File: src/rtl/dcg_pkg.sv
package dcg_pkg;

   // Command codes written into each descriptor
   typedef enum logic [2:0] {
      CMD_OUT_MORE = 3'd0,
      CMD_OUT_LAST = 3'd1,
      CMD_IN_MORE  = 3'd2,
      CMD_IN_LAST  = 3'd3,
      CMD_STOP     = 3'd7
   } dcg_cmd_e;

   // Kind of entry the sequencer is emitting
   typedef enum logic [1:0] {
      K_MORE = 2'd0,
      K_LAST = 2'd1,
      K_STOP = 2'd2
   } dcg_kind_e;

   // Condition encoding for the interrupt, wait and branch fields
   localparam logic [1:0] COND_NEVER = 2'b00;

   function automatic dcg_cmd_e pick_cmd(input logic rd, input dcg_kind_e k);
      case (k)
         K_STOP:  return CMD_STOP;
         K_LAST:  return rd ? CMD_IN_LAST : CMD_OUT_LAST;
         default: return rd ? CMD_IN_MORE : CMD_OUT_MORE;
      endcase
   endfunction

endpackage

File: src/rtl/dcg_plan.sv
// Sizes a request: works out whether a partial first entry is needed and
// whether the whole chain (data entries plus stop) fits the descriptor area.
module dcg_plan #(
   parameter int LEN_W       = 24,
   parameter int PAGE_BYTES  = 4096,
   parameter int MAX_ENTRIES = 20
) (
   input  logic [$clog2(PAGE_BYTES)-1:0] off,
   input  logic [LEN_W-1:0]              len,
   output logic                          need_part,
   output logic                          fits
);
   localparam int LOG2P = $clog2(PAGE_BYTES);
   localparam int WW    = ((LEN_W > LOG2P) ? LEN_W : LOG2P) + 2;

   logic [WW-1:0] len_w, head, rest, nfull, total;

   always_comb begin
      len_w     = WW'(len);
      head      = WW'(PAGE_BYTES) - WW'(off);
      need_part = (off != '0) && (len_w > head);
      rest      = need_part ? (len_w - head) : len_w;
      nfull     = (rest == '0) ? '0 : ((rest - WW'(1)) >> LOG2P);
      total     = nfull + WW'(need_part) + WW'(2);
      fits      = (total <= WW'(MAX_ENTRIES));
   end

endmodule

File: src/rtl/dcg_seq.sv
// Walks the buffer one entry per clock: partial head, full pages, last, stop.
module dcg_seq
   import dcg_pkg::*;
#(
   parameter int ADDR_W      = 32,
   parameter int LEN_W       = 24,
   parameter int PAGE_BYTES  = 4096,
   parameter int MAX_ENTRIES = 20
) (
   input  logic                           clk,
   input  logic                           rst_n,
   input  logic                           start,
   input  logic [ADDR_W-1:0]              req_addr,
   input  logic [LEN_W-1:0]               req_len,
   input  logic                           req_read,
   input  logic                           need_part,
   input  logic                           fits,
   output logic                           busy,
   output logic                           done,
   output logic                           error,
   output logic                           emit,
   output dcg_kind_e                      kind,
   output logic [$clog2(MAX_ENTRIES)-1:0] idx,
   output logic [ADDR_W-1:0]              cur_addr,
   output logic [$clog2(PAGE_BYTES):0]    cur_count,
   output logic                           rd
);
   localparam int LOG2P = $clog2(PAGE_BYTES);
   localparam int WW    = ((LEN_W > LOG2P) ? LEN_W : LOG2P) + 2;
   localparam int CNT_W = LOG2P + 1;
   localparam int IDX_W = $clog2(MAX_ENTRIES);

   typedef enum logic [1:0] {S_IDLE, S_DATA, S_STOP} st_e;

   st_e              st_q;
   logic [ADDR_W-1:0] addr_q;
   logic [WW-1:0]     rem_q;
   logic              part_q, read_q, done_q, err_q;
   logic [IDX_W-1:0]  idx_q;
   logic [CNT_W-1:0]  head, step;

   always_comb begin
      head = CNT_W'(PAGE_BYTES) - CNT_W'(addr_q[LOG2P-1:0]);
      kind = K_STOP;
      step = '0;
      if (st_q == S_DATA) begin
         if (part_q) begin
            kind = K_MORE;
            step = head;
         end else if (rem_q > WW'(PAGE_BYTES)) begin
            kind = K_MORE;
            step = CNT_W'(PAGE_BYTES);
         end else begin
            kind = K_LAST;
            step = rem_q[CNT_W-1:0];
         end
      end
   end

   always_ff @(posedge clk or negedge rst_n) begin
      if (!rst_n) begin
         st_q   <= S_IDLE;
         addr_q <= '0;
         rem_q  <= '0;
         part_q <= 1'b0;
         read_q <= 1'b0;
         idx_q  <= '0;
         done_q <= 1'b0;
         err_q  <= 1'b0;
      end else begin
         done_q <= 1'b0;
         err_q  <= 1'b0;
         case (st_q)
            S_IDLE: begin
               if (start) begin
                  if (fits) begin
                     st_q   <= S_DATA;
                     addr_q <= req_addr;
                     rem_q  <= WW'(req_len);
                     part_q <= need_part;
                     read_q <= req_read;
                     idx_q  <= '0;
                  end else begin
                     err_q <= 1'b1;
                  end
               end
            end
            S_DATA: begin
               idx_q <= idx_q + IDX_W'(1);
               if (kind == K_MORE) begin
                  addr_q <= addr_q + ADDR_W'(step);
                  rem_q  <= rem_q - WW'(step);
                  part_q <= 1'b0;
               end else begin
                  st_q <= S_STOP;
               end
            end
            S_STOP: begin
               st_q   <= S_IDLE;
               done_q <= 1'b1;
            end
            default: st_q <= S_IDLE;
         endcase
      end
   end

   assign busy      = (st_q != S_IDLE);
   assign emit      = (st_q != S_IDLE);
   assign done      = done_q;
   assign error     = err_q;
   assign idx       = idx_q;
   assign cur_addr  = addr_q;
   assign cur_count = step;
   assign rd        = read_q;

   // Every full-page entry after the first starts on a page boundary
   AST_MORE_ALIGNED: assert property (@(posedge clk) disable iff (!rst_n)
      (emit && kind == K_MORE && idx_q != '0) |-> (addr_q[LOG2P-1:0] == '0));

   // The final data entry never holds more than one page
   AST_LAST_FITS_PAGE: assert property (@(posedge clk) disable iff (!rst_n)
      (emit && kind == K_LAST) |-> (rem_q <= WW'(PAGE_BYTES)));

   // A start while busy leaves the chain's direction untouched
   AST_BUSY_HOLDS_DIR: assert property (@(posedge clk) disable iff (!rst_n)
      (busy && $past(busy)) |-> $stable(read_q));

endmodule

File: src/rtl/dcg_fmt.sv
// Maps the sequencer's entry into descriptor fields on the write port.
module dcg_fmt
   import dcg_pkg::*;
#(
   parameter int ADDR_W = 32,
   parameter int CNT_W  = 13
) (
   input  logic              emit,
   input  dcg_kind_e         kind,
   input  logic              rd,
   input  logic [CNT_W-1:0]  count_in,
   input  logic [ADDR_W-1:0] addr_in,
   output logic [2:0]        cmd,
   output logic [CNT_W-1:0]  count,
   output logic [ADDR_W-1:0] addr,
   output logic [1:0]        irq,
   output logic [1:0]        wt,
   output logic [1:0]        br
);
   always_comb begin
      cmd   = '0;
      count = '0;
      addr  = '0;
      irq   = COND_NEVER;
      wt    = COND_NEVER;
      br    = COND_NEVER;
      if (emit) begin
         cmd = pick_cmd(rd, kind);
         if (kind != K_STOP) begin
            count = count_in;
            addr  = addr_in;
         end
      end
   end
endmodule

File: src/rtl/dma_chain_gen.sv
module dma_chain_gen
   import dcg_pkg::*;
#(
   parameter int ADDR_W      = 32,
   parameter int LEN_W       = 24,
   parameter int PAGE_BYTES  = 4096,
   parameter int MAX_ENTRIES = 20
) (
   input  logic                           clk,
   input  logic                           rst_n,
   input  logic                           start,
   input  logic [ADDR_W-1:0]              req_addr,
   input  logic [LEN_W-1:0]               req_len,
   input  logic                           req_read,
   output logic                           busy,
   output logic                           done,
   output logic                           error,
   output logic                           wr_en,
   output logic [$clog2(MAX_ENTRIES)-1:0] wr_idx,
   output logic [2:0]                     wr_cmd,
   output logic [$clog2(PAGE_BYTES):0]    wr_count,
   output logic [ADDR_W-1:0]              wr_addr,
   output logic [1:0]                     wr_irq,
   output logic [1:0]                     wr_wait,
   output logic [1:0]                     wr_branch
);
   localparam int LOG2P = $clog2(PAGE_BYTES);
   localparam int CNT_W = LOG2P + 1;
   localparam int WW    = ((LEN_W > LOG2P) ? LEN_W : LOG2P) + 2;

   // Elaboration-time parameter checks
   if (PAGE_BYTES < 2 || (PAGE_BYTES & (PAGE_BYTES - 1)) != 0) begin : g_bad_page
      initial $fatal(1, "PAGE_BYTES must be a power of two >= 2");
   end
   if (MAX_ENTRIES < 2 || MAX_ENTRIES >= (1 << (WW - 1))) begin : g_bad_entries
      initial $fatal(1, "MAX_ENTRIES out of range");
   end
   if (ADDR_W < LOG2P) begin : g_bad_addr
      initial $fatal(1, "ADDR_W must cover the in-page offset");
   end

   logic      need_part, fits, emit, rd;
   dcg_kind_e kind;
   logic [CNT_W-1:0] cur_count;
   logic [ADDR_W-1:0] cur_addr;

   dcg_plan #(
      .LEN_W(LEN_W), .PAGE_BYTES(PAGE_BYTES), .MAX_ENTRIES(MAX_ENTRIES)
   ) u_plan (
      .off(req_addr[LOG2P-1:0]), .len(req_len),
      .need_part(need_part), .fits(fits)
   );

   dcg_seq #(
      .ADDR_W(ADDR_W), .LEN_W(LEN_W), .PAGE_BYTES(PAGE_BYTES), .MAX_ENTRIES(MAX_ENTRIES)
   ) u_seq (
      .clk(clk), .rst_n(rst_n), .start(start),
      .req_addr(req_addr), .req_len(req_len), .req_read(req_read),
      .need_part(need_part), .fits(fits),
      .busy(busy), .done(done), .error(error),
      .emit(emit), .kind(kind), .idx(wr_idx),
      .cur_addr(cur_addr), .cur_count(cur_count), .rd(rd)
   );

   dcg_fmt #(.ADDR_W(ADDR_W), .CNT_W(CNT_W)) u_fmt (
      .emit(emit), .kind(kind), .rd(rd),
      .count_in(cur_count), .addr_in(cur_addr),
      .cmd(wr_cmd), .count(wr_count), .addr(wr_addr),
      .irq(wr_irq), .wt(wr_wait), .br(wr_branch)
   );

   assign wr_en = emit;

   AST_RESET_QUIET: assert property (@(posedge clk)
      !rst_n |=> (!done && !error));

   AST_DONE_AFTER_STOP: assert property (@(posedge clk) disable iff (!rst_n)
      (wr_en && wr_cmd == CMD_STOP) |=> (done && !busy));

   AST_DONE_PULSE: assert property (@(posedge clk) disable iff (!rst_n)
      done |=> !done);

   AST_ERR_QUIET: assert property (@(posedge clk) disable iff (!rst_n)
      error |-> (!wr_en && !busy));

   AST_IDX_FIRST: assert property (@(posedge clk) disable iff (!rst_n)
      $rose(wr_en) |-> (wr_idx == '0));

   AST_IDX_STEP: assert property (@(posedge clk) disable iff (!rst_n)
      (wr_en && $past(wr_en)) |-> (wr_idx == $past(wr_idx) + 1'b1));

   AST_NO_OVERFLOW: assert property (@(posedge clk) disable iff (!rst_n)
      wr_en |-> (int'(wr_idx) < MAX_ENTRIES));

   AST_COUNT_LE_PAGE: assert property (@(posedge clk) disable iff (!rst_n)
      wr_en |-> (int'(wr_count) <= PAGE_BYTES));

   AST_ADDR_ADVANCE: assert property (@(posedge clk) disable iff (!rst_n)
      (wr_en && wr_cmd != CMD_STOP && $past(wr_en) &&
       ($past(wr_cmd) == CMD_IN_MORE || $past(wr_cmd) == CMD_OUT_MORE))
      |-> (wr_addr == $past(wr_addr) + ADDR_W'($past(wr_count))));

endmodule

File: config.mk
export PLATFORM = sky130hd
export DESIGN_NAME = dma_chain_gen
export DESIGN_NICKNAME = d
export VERILOG_FILES = /design/src/rtl/dcg_pkg.sv /design/src/rtl/dcg_plan.sv /design/src/rtl/dcg_seq.sv /design/src/rtl/dcg_fmt.sv /design/src/rtl/dma_chain_gen.sv
export SDC_FILE = /design/constraint.sdc
export NUM_CORES = 1
export LEC_CHECK = 0
export ABC_AREA = 1
export CAP_MARGIN = 20
export CORE_MARGIN = 10
export CORE_UTILIZATION = 60
export CTS_CLUSTER_SIZE = 10
export DETAILED_ROUTE_END_ITERATION = 10
export PLACE_DENSITY_LB_ADDON = 0.25
export REMOVE_ABC_BUFFERS = 1
export SYNTH_ARGS = -nofsm -noshare
export SYNTH_HDL_FRONTEND = slang
export SYNTH_SLANG_ARGS = --single-unit
File: constraint.sdc
create_clock -name clk -period 6.95 [get_ports clk]
set_input_delay 1.0425 -clock clk [delete_from_list [all_inputs] [get_ports clk]]
set_output_delay 1.0425 -clock clk [all_outputs]
set_load 0.005 [all_outputs]
==> run metrics <==
clk sinks=69; clock skew=between 0.007 and 0.008 ns; CTS tree=built; Switching Fraction=34.1%; cts bufs inserted=9; cell accounting for the most synthesized area=nand2_1; # diodes=0; Clock transition at path regs=0.06 ns; Final nets=1,757; logic gate share of total power=around a third; final setup vio count=0; IO Pins=123; dpl cell area=0.0101 mm^2; GRT Total Usage=26.3%; CP max stage delay=0.45 ns; CTS root buffer=clkbuf_16; delay-heaviest family, CP=simple AND/OR/NAND/NOR gates; P_leak=5.45 nW; Worst path slowest cell=clkdlybuf4s50_1; Die Wd=141 um; Syn Area/Cell=5.70 um^2; FFs w/ async S/R, synth=100%; Critical Path Start=req_addr[1]; worst rel slew slack=between 30% and 40%; accumulated negative setup slack=0 ns; Most used DFF post-synth=dfrtp_1; area grow syn2layout=19.2%; vias in the first global route=9,496; sw power=approximately 0.00055 W; Design Area, Final=~0.011 mm^2; Least-Margin Pin Slew=a little over 0.9 ns; Worst Setup EP=u_seq.cur_addr[13]$_DFFE_PN0P_; Die Y-Extent=141 um; R2R Setup Slk=between 0.9 and 1 ns; CTS H-tree depth=3; EDFF count, synth=0; count of cell types in the netlist=47; post-synth top area share=20.7%; Starting Density=just over 60%; Top cell by count, worst path=nand2_1; initial antenna violation count=0; Worst EP arrival=6.50 ns; CP Class=in2reg; die area=0.0200 mm^2; Via density=5.59; antenna viol nets, final=0; Final Core Density=between 70 and 80%; Worst setup EP type=flip-flop; DR vias=10,300; hold buffers post-CTS=0; GP Congestion=0.973; DR WL/cell=approximately 15 um; WP depth=42; unrepaired setup endpoints after global routing=false; first-pass GRT wire length=about 45 mm; remaining global-route overflow=0; hpwl dp=20.8 mm; Seq pwr share=31.3%; cell-internal power=0.00105 W; clock buffer depth=2; share of layout cells above drive strength 1=around 6.2%; Final Max Slew Viols=0; Iteration-0 DRC Markers=approximately 900; worst reg2reg path endpoint=u_seq.cur_addr[27]$_DFFE_PN0P_; clock share of power=36.5%; fin crit share=roughly 90%; Syn Inst Count=1,551; run status=finished, final reports clean; Synth warnings=0; worst-case reg-to-reg path depth=28; Worst EP required=7.23 ns; Worst Path Max Fanout=14; Max Cap Viol=0; number of fill cells=about 1,300; sequential share of the synthesized area=19.5%; pwr dens=152 mW/mm^2; VDD IR max=0.116 mV; Min-Delay Path Class=reg2reg; core area=0.0145 mm^2; Final min period=6.22 ns; std cell rows=44; FMAX=0.161 GHz; number of synthesized register bits=69; synthesized area=0.00884 mm^2; critical path buffer and inverter count=7; Hold Vio Cnt, Final=0; Skew-Pair Late Insertion Delay=0.35 ns; pin count of the biggest net entering global routing=70; beginning of the worst register-to-register path=u_seq.rem_q[19]$_DFFE_PN0P_; first-pass detailed-route iteration total=6; Port Buffers=116; DRC Markers=0; type of origin of the critical path=input pin; top post-synthesis cells by area=nand2_1 21%, dfrtp_1 20%, inv_1 9.6%; total wire length=27.3 mm
## placed cells by master, fill, tap and decap left out, drive strengths merged, types with 10 or more instances in the layout
cell	instances
nor2	187
nand3	173
nand4	30
nor4	10
nand2	497
ha	44
clkdlybuf4s50	115
dfrtp	69
nor3	28
inv	244
a21oi	50
buf	17
xor2	20
o21ai	91
## per-stage QoR
stage / worst slack, ns / std cells / hold slack [ns] / total power, W
final: 0.726 / 1839 / 0.472 / 0.00160
after detailed placement: 0.118 / 1821 / 0.461 / 0.00101
after global routing: 0.0809 / 1839 / 0.488 / 0.00168
after CTS: 0.449 / 1837 / 0.465 / 0.00159
after floorplan: 0.764 / 1507 / 0.424 / 0.000812
after global placement: 0.301 / 1821 / 0.444 / 0.000999
## logic make-up after synthesis
family / count (synthesis) / synth area share, %
buffers and inverters: 294 / 13.3
and+or+nand+nor: 940 / 46.5
adders and majority gates: 47 / 6.91
xor gates and xnor gates: 24 / 2.38
AOI/OAI and AO/OA: 176 / 11.4
other: 1 / 0.0424
DFF: 69 / 19.5
## routing by layer
layer	vias up	share of wire [%]	track usage, %
met2	452	47	43.9
met5	-	0	0
met1	4607	42	33.8
met3	51	8.8	5.61
met4	0	2.0	6.24
li1	5165	-	-
## area by class of cell
type | instances | area [um^2] | area share, %
Clock buffer | 9 | 225 | 2.14
Clock inverter | 7 | 145 | 1.38
Inverter | 245 | 921 | 8.74
Multi-Input combinational cell | 1193 | 5970 | 56.6
Sequential cell | 69 | 1730 | 16.4
Tap cell | 184 | 230 | 2.18
Timing Repair Buffer | 132 | 1320 | 12.5
## cell usage after synthesis (2+ instances only)
cell / count
a21oi_1: 46
a21oi_2: 3
a221o_1: 5
a22oi_1: 5
a31oi_1: 3
buf_1: 5
buf_2: 8
buf_4: 8
buf_6: 4
clkbuf_1: 24
clkinv_1: 2
dfrtp_1: 69
fa_1: 3
ha_1: 44
inv_1: 226
inv_2: 17
nand2_1: 488
nand2_2: 7
nand2_4: 2
nand3_1: 169
nand3_4: 4
nand3b_1: 8
nand4_1: 29
nor2_1: 165
nor2_2: 16
nor2_4: 5
nor3_1: 28
nor4_1: 10
o21ai_0: 84
o21ai_1: 5
o21ai_2: 2
o22ai_1: 6
o311ai_0: 2
o31ai_1: 9
or2_2: 6
xnor2_1: 4
xor2_1: 20
## registers in the layout, summed over array words and instances, names as in the netlist
signal / flops
u_seq.rem_q: 26
u_seq.done: 1
u_seq.idx: 5
u_seq.rd: 1
u_seq.part_q: 1
u_seq.cur_addr: 32
u_seq.error: 1
u_seq.st_q: 2
## power by group through the flow
stage               clock [W]  sequential [W]  combinational [W]
finish               0.000583        0.000501           0.000515
global route         0.000595        0.000508           0.000576
CTS                  0.000580        0.000499           0.000512
detailed placement          0        0.000505           0.000507
global placement            0        0.000504           0.000495
floorplan                   0        0.000492           0.000321
## worst min path at each step
| stage | from | endpoint | slack, ns | cells after the start |
|---|---|---|---|---|
| after floorplan | u_seq.st_q[0]$_DFFE_PN0P_ | u_seq.done$_DFF_PN0_ | 0.42 | 1 |
| after global placement | u_seq.st_q[0]$_DFFE_PN0P_ | u_seq.done$_DFF_PN0_ | 0.44 | 1 |
| after detailed placement | u_seq.st_q[0]$_DFFE_PN0P_ | u_seq.done$_DFF_PN0_ | 0.46 | 1 |
| after CTS | u_seq.st_q[0]$_DFFE_PN0P_ | u_seq.done$_DFF_PN0_ | 0.47 | 1 |
| after global routing | u_seq.st_q[0]$_DFFE_PN0P_ | u_seq.done$_DFF_PN0_ | 0.49 | 1 |
| final | u_seq.st_q[0]$_DFFE_PN0P_ | u_seq.done$_DFF_PN0_ | 0.47 | 1 |
## timing repair
item / CTS / global route
buffers inserted: 0 / 2
setup endpoints to repair: 0 / 60
gates resized for setup: 0 / 4
Power figures use the tool's default switching activity.
